`config.mk`:
```
export PLATFORM = sky130hd
export DESIGN_NAME = istat_unit
export DESIGN_NICKNAME = d
export VERILOG_FILES = /design/src/rtl/istat_pkg.sv /design/src/rtl/istat_event_reg.sv /design/src/rtl/istat_mask_reg.sv /design/src/rtl/istat_summary.sv /design/src/rtl/istat_unit.sv
export SDC_FILE = /design/constraint.sdc
export NUM_CORES = 1
export LEC_CHECK = 0
export ABC_AREA = 1
export BUFFER_PORTS_ARGS = -buffer_cell sky130_fd_sc_hd__clkbuf_2
export CAP_MARGIN = 0
export CORE_MARGIN = 10
export CORE_UTILIZATION = 40
export CTS_CLUSTER_SIZE = 28
export DETAILED_ROUTE_END_ITERATION = 16
export PLACE_DENSITY_LB_ADDON = 0.1
export SYNTH_ARGS = -nofsm -noshare
export SYNTH_HDL_FRONTEND = slang
export SYNTH_SLANG_ARGS = --single-unit
```
`constraint.sdc`:
```
create_clock -name clk -period 0.9 [get_ports clk]
set_clock_uncertainty 0.1 [all_clocks]
set_input_delay 0.045 -clock clk [delete_from_list [all_inputs] [get_ports clk]]
set_output_delay 0.045 -clock clk [all_outputs]
set_load 0.03 [all_outputs]
```
`src/rtl/istat_pkg.sv`:
```
package istat_pkg;
  localparam int DW = 8;
  localparam int AW = 2;

  // event register bit positions
  localparam int EV_OPC  = 0;
  localparam int EV_QERR = 2;
  localparam int EV_DEV  = 3;
  localparam int EV_EXE  = 4;
  localparam int EV_CMD  = 5;
  localparam int EV_PON  = 7;

  // status byte bit positions
  localparam int SB_ERRQ = 2;
  localparam int SB_QUES = 3;
  localparam int SB_EVT  = 5;
  localparam int SB_MSS  = 6;
  localparam int SB_OPER = 7;

  localparam logic [DW-1:0] EV_VALID   = 8'hBD;
  localparam logic [DW-1:0] EV_RST_VAL = 8'h80;
  localparam logic [DW-1:0] SRE_WMASK  = 8'hAC;
  localparam logic [DW-1:0] ESE_WMASK  = 8'hFF;

  typedef enum logic [AW-1:0] {
    A_STB = 2'd0,
    A_EVT = 2'd1,
    A_SRE = 2'd2,
    A_ESE = 2'd3
  } reg_addr_e;
endpackage

```
`src/rtl/istat_event_reg.sv`:
```
module istat_event_reg
  import istat_pkg::*;
(
  input  logic          clk,
  input  logic          rst_n,
  input  logic [DW-1:0] ev_in,
  input  logic          clr,
  output logic [DW-1:0] q
);
  logic [DW-1:0] ev_d;
  logic [DW-1:0] ev_q;
  logic [DW-1:0] ev_masked;

  assign ev_masked = ev_in & EV_VALID;

  always_comb begin
    ev_d = ev_q;
    if (clr) ev_d = '0;
    ev_d = ev_d | ev_masked;
  end

  always_ff @(posedge clk or negedge rst_n) begin
    if (!rst_n) ev_q <= EV_RST_VAL;
    else        ev_q <= ev_d;
  end

  assign q = ev_q;

  AST_EVT_CAPTURE: assert property (@(posedge clk) disable iff (!rst_n)
    (rst_n && |ev_masked) |=> ((q & $past(ev_masked)) == $past(ev_masked)));
  AST_EVT_STICKY: assert property (@(posedge clk) disable iff (!rst_n)
    (rst_n && !clr) |=> ((q & $past(q)) == $past(q)));
  AST_EVT_CLEAR: assert property (@(posedge clk) disable iff (!rst_n)
    (rst_n && clr && ev_in == '0) |=> (q == '0));
endmodule

```
`src/rtl/istat_mask_reg.sv`:
```
module istat_mask_reg
  import istat_pkg::*;
#(
  parameter logic [DW-1:0] WMASK = 8'hFF
) (
  input  logic          clk,
  input  logic          rst_n,
  input  logic          we,
  input  logic [DW-1:0] wdata,
  output logic [DW-1:0] q
);
  logic [DW-1:0] m_d;
  logic [DW-1:0] m_q;

  always_comb begin
    m_d = m_q;
    if (we) m_d = wdata & WMASK;
  end

  always_ff @(posedge clk or negedge rst_n) begin
    if (!rst_n) m_q <= '0;
    else        m_q <= m_d;
  end

  assign q = m_q;

  AST_MASK_WRITE: assert property (@(posedge clk) disable iff (!rst_n)
    (rst_n && we) |=> (q == ($past(wdata) & WMASK)));
  AST_MASK_HOLD: assert property (@(posedge clk) disable iff (!rst_n)
    (rst_n && !we) |=> $stable(q));
endmodule

```
`src/rtl/istat_summary.sv`:
```
module istat_summary
  import istat_pkg::*;
(
  input  logic [DW-1:0] evt,
  input  logic [DW-1:0] ese,
  input  logic [DW-1:0] sre,
  input  logic          errq,
  input  logic          ques,
  input  logic          oper,
  output logic [DW-1:0] stb
);
  logic [DW-1:0] base;

  always_comb begin
    base          = '0;
    base[SB_ERRQ] = errq;
    base[SB_QUES] = ques;
    base[SB_EVT]  = |(evt & ese);
    base[SB_OPER] = oper;
    stb           = base;
    stb[SB_MSS]   = |(base & sre & ~(DW'(1) << SB_MSS));
  end
endmodule

```
`src/rtl/istat_unit.sv`:
```
module istat_unit
  import istat_pkg::*;
#(
  parameter int SYNC_STAGES = 2
) (
  input  logic          clk,
  input  logic          rst_n,
  input  logic          ev_op_done,
  input  logic          ev_query_err,
  input  logic          ev_dev_fault,
  input  logic          ev_exec_err,
  input  logic          ev_cmd_err,
  input  logic          errq_nonempty,
  input  logic          ques_sum,
  input  logic          oper_sum,
  input  logic [AW-1:0] bus_addr,
  input  logic          bus_wr,
  input  logic          bus_rd,
  input  logic [DW-1:0] bus_wdata,
  output logic [DW-1:0] bus_rdata,
  input  logic          clr_status,
  output logic          err_flush
);
  logic [SYNC_STAGES-1:0] rst_sync_q;
  logic                   rst_int_n;

  always_ff @(posedge clk or negedge rst_n) begin
    if (!rst_n) rst_sync_q <= '0;
    else        rst_sync_q <= {rst_sync_q[SYNC_STAGES-2:0], 1'b1};
  end
  assign rst_int_n = rst_sync_q[SYNC_STAGES-1];

  logic [DW-1:0] ev_vec;
  logic [DW-1:0] evt_q, sre_q, ese_q, stb;
  logic          evt_clr, sre_we, ese_we;
  logic          flush_d, flush_q;

  always_comb begin
    ev_vec          = '0;
    ev_vec[EV_OPC]  = ev_op_done;
    ev_vec[EV_QERR] = ev_query_err;
    ev_vec[EV_DEV]  = ev_dev_fault;
    ev_vec[EV_EXE]  = ev_exec_err;
    ev_vec[EV_CMD]  = ev_cmd_err;
  end

  assign evt_clr = clr_status | (bus_rd & (bus_addr == A_EVT));
  assign sre_we  = bus_wr & (bus_addr == A_SRE);
  assign ese_we  = bus_wr & (bus_addr == A_ESE);

  istat_event_reg u_evt (
    .clk(clk), .rst_n(rst_int_n), .ev_in(ev_vec), .clr(evt_clr), .q(evt_q)
  );

  istat_mask_reg #(.WMASK(SRE_WMASK)) u_sre (
    .clk(clk), .rst_n(rst_int_n), .we(sre_we), .wdata(bus_wdata), .q(sre_q)
  );

  istat_mask_reg #(.WMASK(ESE_WMASK)) u_ese (
    .clk(clk), .rst_n(rst_int_n), .we(ese_we), .wdata(bus_wdata), .q(ese_q)
  );

  istat_summary u_sum (
    .evt(evt_q), .ese(ese_q), .sre(sre_q),
    .errq(errq_nonempty), .ques(ques_sum), .oper(oper_sum), .stb(stb)
  );

  always_comb begin
    unique case (bus_addr)
      A_STB:   bus_rdata = stb;
      A_EVT:   bus_rdata = evt_q;
      A_SRE:   bus_rdata = sre_q;
      default: bus_rdata = ese_q;
    endcase
  end

  assign flush_d = clr_status;

  always_ff @(posedge clk or negedge rst_int_n) begin
    if (!rst_int_n) flush_q <= 1'b0;
    else            flush_q <= flush_d;
  end
  assign err_flush = flush_q;

  AST_FLUSH_FOLLOWS: assert property (@(posedge clk) disable iff (!rst_int_n)
    (rst_int_n && clr_status) |=> err_flush);
  AST_STB_RESERVED: assert property (@(posedge clk) disable iff (!rst_int_n)
    (bus_addr == A_STB) |-> (bus_rdata[0] == 1'b0 && bus_rdata[1] == 1'b0 && bus_rdata[4] == 1'b0));
  AST_STB_READ_QUIET: assert property (@(posedge clk) disable iff (!rst_int_n)
    (rst_int_n && bus_rd && !bus_wr && bus_addr == A_STB && !clr_status && ev_vec == '0)
      |=> ($stable(evt_q) && $stable(sre_q) && $stable(ese_q)));
endmodule

```
==> metrics.md, run 1 <==
| Metric | Value |
|---|---|
| Initial core utilization | 41.3% |
| CP Launch Type | register |
| Top cells by area, synth | dfrtp_1 (49%), nand2_1 (16%), inv_1 (5.5%), o21bai_1 (3.7%), o21ai_2 (3.5%) |
| Avg Inst Size Synth | 8.60 um2 |
| Drt initial violations | 59 |
| DR vias | 1000 |
| Crit path capture type | output pin |
| Peak supply drop | 1480 uV |
| Final Worst Setup Slack | -606 ps |
| Hold Fails Final Rpt | 1 |
| CP Class | register to output pin |
| Min Tclk post-route | 1510 ps |
| RSZ-0062 raised after global routing | yes |
| DRT Pass-1 Iters | 4 |
| Number of global-route vias before repair | 1061 |
| CTS tree | built |
| Die footprint | 4950 um2 |
| Mapped Area | 1010 um2 |
| Post-Route WL | 3.00 mm |
| Largest net degree at the start of global routing | 20 |
| Most frequent cells after synthesis | nand2_1 (42), dfrtp_1 (20), inv_1 (15), nor2_1 (6), o21ai_0 (6) |
| Register area | 527 um2 |
| Min-delay worst type | input pin to register |
| Post-synth ARST share | 100% |
| Antenna Cells | 0 |
| Worst r2r path cells | 5 |
| IO Pins | 32 |
| First-pass GRT wire length | 4.94 mm |
| Inserted Clock Buffers | 3 |
| Status | finished with violations |
| Via density | 4.42 |
| Clock buffer depth | 2 |
| Yosys warns | 0 |
| Drt wl/cell | 13.3 um |
| Top-count cell post-synth | nand2_1 |
| Chip Height | 70.4 um |
| Post-synthesis sequential area ratio | 51.9% |
| R2R Setup Slk | -160 ps |
| Grt total ovfl | 0 |
| Worst reg2reg path startpoint | u_ese.q[2] |
| Remaining antenna violation count | 0 |
| Max Cap Viol | 0 |
| RR Endpoint | u_ese.q[2] |
| Layout fillers | 184 |
| Layout cell share with drive strength beyond 1 | 52.0% |
| Hold path cells | 3 |
| Placer Congestion | 0.818 |
| Worst path required time | 750 ps |
| Cell area power density | 1420 nW/um2 |
| CTS clock-pin slew for the worst setup and hold paths | 130 ps |
| Synth Flop Type | dfrtp_1 |
| Worst-Skew Late Latency | 310 ps |
| Setup-failing EPs final | 18 |
| Slew Viols, Final | 0 |
| Hold Path Sink | u_evt.q[7] |
| DRC | 0 |
| Antenna violations before repair | 0 |
| Yosys top cell area share | 49.3% |
| Syn nets | 141 |
| Peak Freq | 0.664 GHz |
| Cell row count | 18 |
| Die X | 70.4 um |
| Leakage | 0.943 nW |
| Nets | 220 |
| Port Buffer Count | 31 |
| Library cells used by synthesis | 19 |
| Area grow syn2layout | 83.2% |
| CTS sink cnt | 21 |
| WP data arrival | 1360 ps |
| Worst Hold Slack | -28.6 ps |
| Area of the multi-input gates | 543 um2 |
| Core area | 2450 um2 |
| Root Buffer | clkbuf_4 |
| Share of the clock period used by the worst path | 167% |
| H-tree Lvls | 1 |
| Post-Syn Instances | 118 |
| Min-delay src | bus_rd |
| Seq cells post-synth | 21 |
| Post-synth top area cell | dfrtp_1 |
| GRT Overall Usage | 11.9% |
| Setup TNS | -4330 ps |
| DP Worst Slack | -304 ps |
| EDFF count, synth | 0 |
| Violated checks | negative hold slack, negative setup slack |
| Worst Path Max Fanout | 2 |
| Final HPWL DP | 2.17 mm |
## worst max-delay path by stage
stage	from	to	slack, ps	cells past startpoint
after floorplan	u_evt.q[7]	bus_rdata[6]	-170	6
after global placement	u_evt.q[7]	bus_rdata[5]	-290	7
after detailed placement	u_evt.q[7]	bus_rdata[5]	-300	7
after CTS	u_evt.q[7]	bus_rdata[6]	-610	7
after global routing	u_evt.q[7]	bus_rdata[6]	-690	7
final	u_evt.q[7]	bus_rdata[6]	-610	7
## where the power goes
| part | total [W] | internal, W | switching (W) |
|---|---|---|---|
| logic | 0.00104 | 0.000563 | 0.000481 |
| clock network | 0.000480 | 0.000169 | 0.000311 |
| registers | 0.00112 | 0.00105 | 0.0000672 |
## state kept, by name, summed over array words and instances, names as in the netlist
signal / flops
u_evt.q: 6
rst_sync_q: 2
u_ese.q: 8
u_sre.q: 4
err_flush: 1
## kinds of logic after synthesis
family	count (synthesis)	synth area share [%]
simple gates	56	23.6
other cells	1	0.370
flops	21	51.9
buf+inv	17	7.52
compound gates	23	16.6
## per-stage QoR
stage,hold slack (ps),power [W],utilization [%],cell area (um2),std cells
detailed placement,-267,0.00184,58.0,1420,199
global placement,-270,0.00183,58.0,1420,199
floorplan,-351,0.00152,-,1070,118
CTS,-12.9,0.00256,72.2,1770,223
finish,-28.6,0.00264,75.7,1860,226
global route,-30.6,0.00281,75.7,1860,226
## routing by layer
metal  track usage [%]  share of wire (%)  wire, um
met1              15.5                 47      1410
met2              18.2                 48      1430
met3              4.52                4.7       142
met4              1.97               0.43        13
met5                 0                  0         0
## final cells by class
class | instances | share of cell area [%]
inverter | 16 | 3.63
timing repair buffer | 75 | 35.2
clock buffer | 3 | 1.21
tap | 30 | 2.02
clock inverter | 1 | 0.404
sequential | 21 | 28.3
multi-input combinational | 80 | 29.2
## layout by cell type, fill, tap and decap left out, types with 4 or more instances in the layout
cell type and instances:
clkbuf_8 5, clkbuf_2 22, dfrtp_1 20, buf_4 18, o21bai_1 4, dlygate4sd3_1 17, o21ai_2 6, nand2_2 11
buf_6 8, buf_8 4, inv_1 11, nand2_1 30
## critical path, stage by stage (launching register included)
cell,delay (ps)
dfstp_2,560
nand2_1,50
nand2_1,60
inv_1,50
nand2_2,70
nand3_2,70
nand2_2,70
buf_8,120
## timing repair
action | in CTS | in global routing
pin swaps | 8 | 9
endpoints found under the setup margin | 10 | 21
resized for setup | 36 | 23
buffers inserted | 4 | 3
hold buffers | 17 | 1
hold endpoints to repair | 21 | 3
(Power assumes the default switching activity.)
==> run 2, diff against run 1 <==
Settings changed: RECOVER_POWER set to 25.
==> run 2 against run 1 <==
The run still ends with negative hold slack, negative setup slack left. Register-to-register slack about the same. Power down 0.32%. Critical endpoint unchanged. First-iteration DRC count up 10%. Sequential share of layout area up 0.23 points. Global-route usage unchanged. Sequential power about the same. Combinational power about the same. Sequential cell count unchanged. Non-clock buffer count unchanged. Die area unchanged. Largest cell class unchanged. Cell area down 0.81%.
==> metrics.md, run 2 (same netlist as run 1, synthesis figures left out) <==
| Metric | Value |
|---|---|
| Inserted Clock Buffers | 3 |
| Initial core utilization | 41.3% |
| Antenna violations before repair | 0 |
| H-tree Lvls | 1 |
| Cell row count | 18 |
| Final HPWL DP | 2.17 mm |
| Worst Path Buf+Inv | 2 |
| Worst stage delay on the critical path | 560 ps |
| Clock buffer depth | 2 |
| Peak supply drop | 1480 uV |
| CTS tree | built |
| Drt initial violations | 65 |
| Crit path capture type | output pin |
| Worst Path Max Fanout | 2 |
| Max FFs per register | 8 |
| RSZ-0062 raised after global routing | yes |
| Post-Route WL | 3.01 mm |
| Die footprint | 4950 um2 |
| GRT Overall Usage | 11.9% |
| Via density | 4.42 |
| Area grow syn2layout | 81.8% |
| Most frequent cells in the layout | nand2_1 (30), clkbuf_2 (23), dfrtp_1 (20), buf_4 (18), dlygate4sd3_1 (17) |
| Chip Height | 70.4 um |
| Nets | 220 |
| Antenna Cells | 0 |
| Status | finished with violations |
| Worst path required time | 750 ps |
| Share of the clock period used by the worst path | 167% |
| Register area | 527 um2 |
| Placer Congestion | 0.818 |
| Max Cap Viol | 0 |
| Grt total ovfl | 0 |
| CTS sink cnt | 21 |
| Placed inst area | 1420 um2 |
| Cell area power density | 1430 nW/um2 |
| Commonest non-fill, non-tap cell in the layout | nand2_1 |
| Layout cell share with drive strength beyond 1 | 52.0% |
| Drt wl/cell | 13.3 um |
| IO Pins | 32 |
| Layout fillers | 186 |
| Core area | 2450 um2 |
| Setup-failing EPs final | 18 |
| Area of the multi-input gates | 543 um2 |
| Leakage | 0.937 nW |
| Port Buffer Count | 31 |
| Min Tclk post-route | 1510 ps |
| DRC | 0 |
| WP data arrival | 1360 ps |
| Root Buffer | clkbuf_4 |
| CP max stage cell | dfstp_2 |
| CP Class | register to output pin |
| CTS clock-pin slew for the worst setup and hold paths | 130 ps |
| CP Launch Type | register |
| Remaining antenna violation count | 0 |
| Number of global-route vias before repair | 1061 |
| CP top delay family | flip-flops |
| Die X | 70.4 um |
| First-pass GRT wire length | 4.94 mm |
| Hold Fails Final Rpt | 1 |
| Largest net degree at the start of global routing | 20 |
| Final Cell Area | 1840 um2 |
| Final Worst Setup Slack | -606 ps |
| Worst-Skew Late Latency | 310 ps |
| Cell Chain, Critical Path | nand2_1, nand2_1, inv_1, nand2_2, nand3_2, nand2_2, buf_8 |
| Peak Freq | 0.664 GHz |
| Violated checks | negative hold slack, negative setup slack |
| DRT Pass-1 Iters | 4 |
| Min-delay worst type | input pin to register |
| Slew Viols, Final | 0 |
| Worst Hold Slack | -28.6 ps |
| DR vias | 999 |
[run 2: path summary, 6_finish.rpt]
kind / start / endpoint / slack, ps / depth (start not counted)
worst max-delay path: u_evt.q[7] / bus_rdata[6] / -610 / 7
worst min-delay path: bus_rd / u_evt.q[7] / -30 / 3
worst max register to register: u_ese.q[2] / u_ese.q[2] / -160 / 5
worst min register to register: rst_sync_q[1] / u_ese.q[0] / 190 / 1
max in group asynchronous: rst_n / rst_sync_q[0] / 120 / 3
min in group asynchronous: rst_sync_q[1] / u_ese.q[0] / 190 / 1
[run 2: layout make-up]
cell class / instances / share of cell area, %
timing repair buffer: 75 / 34.7
multi-input combinational: 80 / 29.4
sequential: 21 / 28.6
inverter: 16 / 3.66
tap: 30 / 2.04
clock buffer: 3 / 1.22
clock inverter: 1 / 0.407
[run 2: worst reg2reg max path, stage by stage (launching register included)]
cell and delay [ps]:
dfrtp_1 420, buf_4 140, buf_6 110, buf_6 100, nand2_2 50, o21ai_2 50
[run 2: metal layers]
metal | up-vias | part of all wire [%] | track usage, %
met5 | - | 0 | 0
met4 | 0 | 0.43 | 1.97
met3 | 2 | 4.7 | 4.52
met2 | 23 | 47 | 18.2
met1 | 440 | 47 | 15.5
li1 | 534 | - | -
[run 2: what timing repair did]
action	CTS	global route
buffers inserted	4	3
gates resized for setup	36	23
hold buffers	17	1
setup endpoints to repair	10	21
pin swaps	8	9
endpoints found under the hold margin	21	3
[run 2: power by group]
group	leakage (nW)	internal, W	switching, W
clock network	0.0139	0.000169	0.000311
registers	0.246	0.00105	0.0000658
logic	0.677	0.000556	0.000481
total	0.937	0.00178	0.000858
[run 2: stage by stage]
stage	utilization [%]	power [W]	TNS [ps]	setup slack [ps]	instances
floorplan	-	0.00152	-412	-165	118
global placement	58.0	0.00183	-3320	-286	199
detailed placement	58.0	0.00184	-3550	-304	199
CTS	72.2	0.00256	-4170	-607	223
global route	75.1	0.00280	-5130	-693	226
finish	75.1	0.00263	-4340	-606	226
==> run 3, diff against run 2 <==
Clock period 0.9 ns to 1.75 ns, I/O delays scaled along.
==> run 3 against run 2 <==
The flow now finishes without violations. Register-to-register slack better by 720 ps. Sequential power down 48%. Non-clock buffer count down 25. Cell area down 24%. Cell count down 11%. Critical path depth unchanged. First-iteration DRC count up 12%. Die area unchanged.
==> metrics.md, run 3 (same netlist as run 1, synthesis figures left out) <==
| Metric | Value |
|---|---|
| Crit path capture type | output pin |
| DRC | 0 |
| Worst Hold Slack | 61.5 ps |
| Nets | 195 |
| Remaining antenna violation count | 0 |
| Cell row count | 18 |
| RSZ-0062 raised after global routing | no |
| Drt wl/cell | 13.1 um |
| Max-slew headroom | 32.7% |
| First-pass GRT wire length | 4.51 mm |
| Via density | 4.78 |
| Area grow syn2layout | 38.6% |
| Layout cell share with drive strength beyond 1 | 26.9% |
| IO Pins | 32 |
| DRT Pass-1 Iters | 4 |
| Cell area power density | 784 nW/um2 |
| Worst Path Max Fanout | 2 |
| CTS tree | built |
| Hold Fails Final Rpt | 0 |
| H-tree Lvls | 1 |
| Commonest non-fill, non-tap cell in the layout | nand2_1 |
| Min-delay worst type | input pin to register |
| Die X | 70.4 um |
| Share of the clock period used by the worst path | 90.9% |
| Min Tclk post-route | 1590 ps |
| GRT Overall Usage | 11.0% |
| Final core utilization | 57.3% |
| CTS clock-pin slew for the worst setup and hold paths | 120 ps |
| Pwr Total | 0.00110 W |
| Root Buffer | clkbuf_4 |
| CTS sink cnt | 21 |
| Clock buffer depth | 2 |
| Number of global-route vias before repair | 971 |
| Max Cap Viol | 0 |
| Setup-failing EPs final | 0 |
| Grt total ovfl | 0 |
| Initial core utilization | 41.3% |
| Antenna violations before repair | 0 |
| CP Launch Type | register |
| Max FFs per register | 8 |
| DR vias | 961 |
| Worst Path Buf+Inv | 2 |
| Drt initial violations | 73 |
| Post-Route WL | 2.64 mm |
| Die footprint | 4950 um2 |
| CP Class | register to output pin |
| Measured slew at the worst slew-check pin | 1010 ps |
| Worst-Skew Late Latency | 300 ps |
| Antenna Cells | 0 |
| CP max stage cell | dfstp_2 |
| Final HPWL DP | 2.00 mm |
| Largest net degree at the start of global routing | 20 |
| Chip Height | 70.4 um |
| Status | finished clean |
| Most frequent cells in the layout | nand2_1 (42), clkbuf_2 (31), dfrtp_1 (20), dlygate4sd3_1 (18), inv_1 (15) |
| Core area | 2450 um2 |
| Leakage | 0.738 nW |
| Peak supply drop | 430 uV |
| Peak Freq | 0.629 GHz |
| Most used cell, CP | nand2_1 |
| WP data arrival | 1400 ps |
| Placer Congestion | 0.808 |
| Cell Chain, Critical Path | nand2_1, nand2_1, inv_1, nand2_1, nand3_1, nand2_1, clkbuf_2 |
| Port Buffer Count | 31 |
| Inserted Clock Buffers | 3 |
| Slew Viols, Final | 0 |
| Worst path required time | 1560 ps |
| Worst stage delay on the critical path | 540 ps |
| CP top delay family | flip-flops |
| Setup TNS | 0 ps |
-- run 3: path summary, 6_finish.rpt --
kind                               start             to  slack, ps  depth (start not counted)
max                           u_evt.q[7]   bus_rdata[6]        160                          7
min                               bus_rd     u_evt.q[7]         60                          3
max reg2reg                rst_sync_q[1]     u_ese.q[0]        560                          1
min reg2reg                rst_sync_q[0]  rst_sync_q[1]        270                          0
max in group asynchronous  rst_sync_q[1]     u_ese.q[0]        560                          1
min in group asynchronous  rst_sync_q[1]     u_sre.q[3]        380                          1
-- run 3: area by class of cell --
cell class	instances	area (um2)
Fill cell	251	1050
Sequential cell	21	527
Multi-Input combinational cell	80	412
Timing Repair Buffer	50	339
Inverter	16	65.1
Tap cell	30	37.5
Clock buffer	4	26.3
-- run 3: power breakdown --
group	switching, W	internal [W]
logic	0.000171	0.000117
registers	0.0000387	0.000541
clock network	0.000146	0.0000889
-- run 3: timing repair --
| action | in CTS | in global routing |
|---|---|---|
| hold endpoints to repair | 20 | 0 |
| endpoints found under the setup margin | 0 | 0 |
| setup buffers | 0 | 0 |
| gates resized for setup | 0 | 0 |
| hold buffers | 18 | 0 |
-- run 3: per-stage QoR --
| stage | instance area (um2) | cells | setup slack [ps] |
|---|---|---|---|
| finish | 1410 | 201 | 160 |
| detailed placement | 1200 | 179 | 505 |
| floorplan | 1010 | 118 | 455 |
| CTS | 1410 | 201 | 150 |
| global placement | 1200 | 179 | 506 |
| global route | 1410 | 201 | 37.2 |
-- run 3: routing by layer --
layer / part of all wire (%) / GRT usage (%) / routed length [um]
met1: 42 / 11.8 / 1120
met2: 50 / 19.4 / 1320
met3: 6.8 / 3.81 / 179
met4: 0.95 / 3.73 / 25
met5: 0 / 0 / 0
-- run 3: worst min-delay path: cells and delay by family --
kind                   cells  cell delay, ps
AND/OR/NAND/NOR            1              60
buffers and inverters      1              80
AO/OA/AOI/OAI              1             250
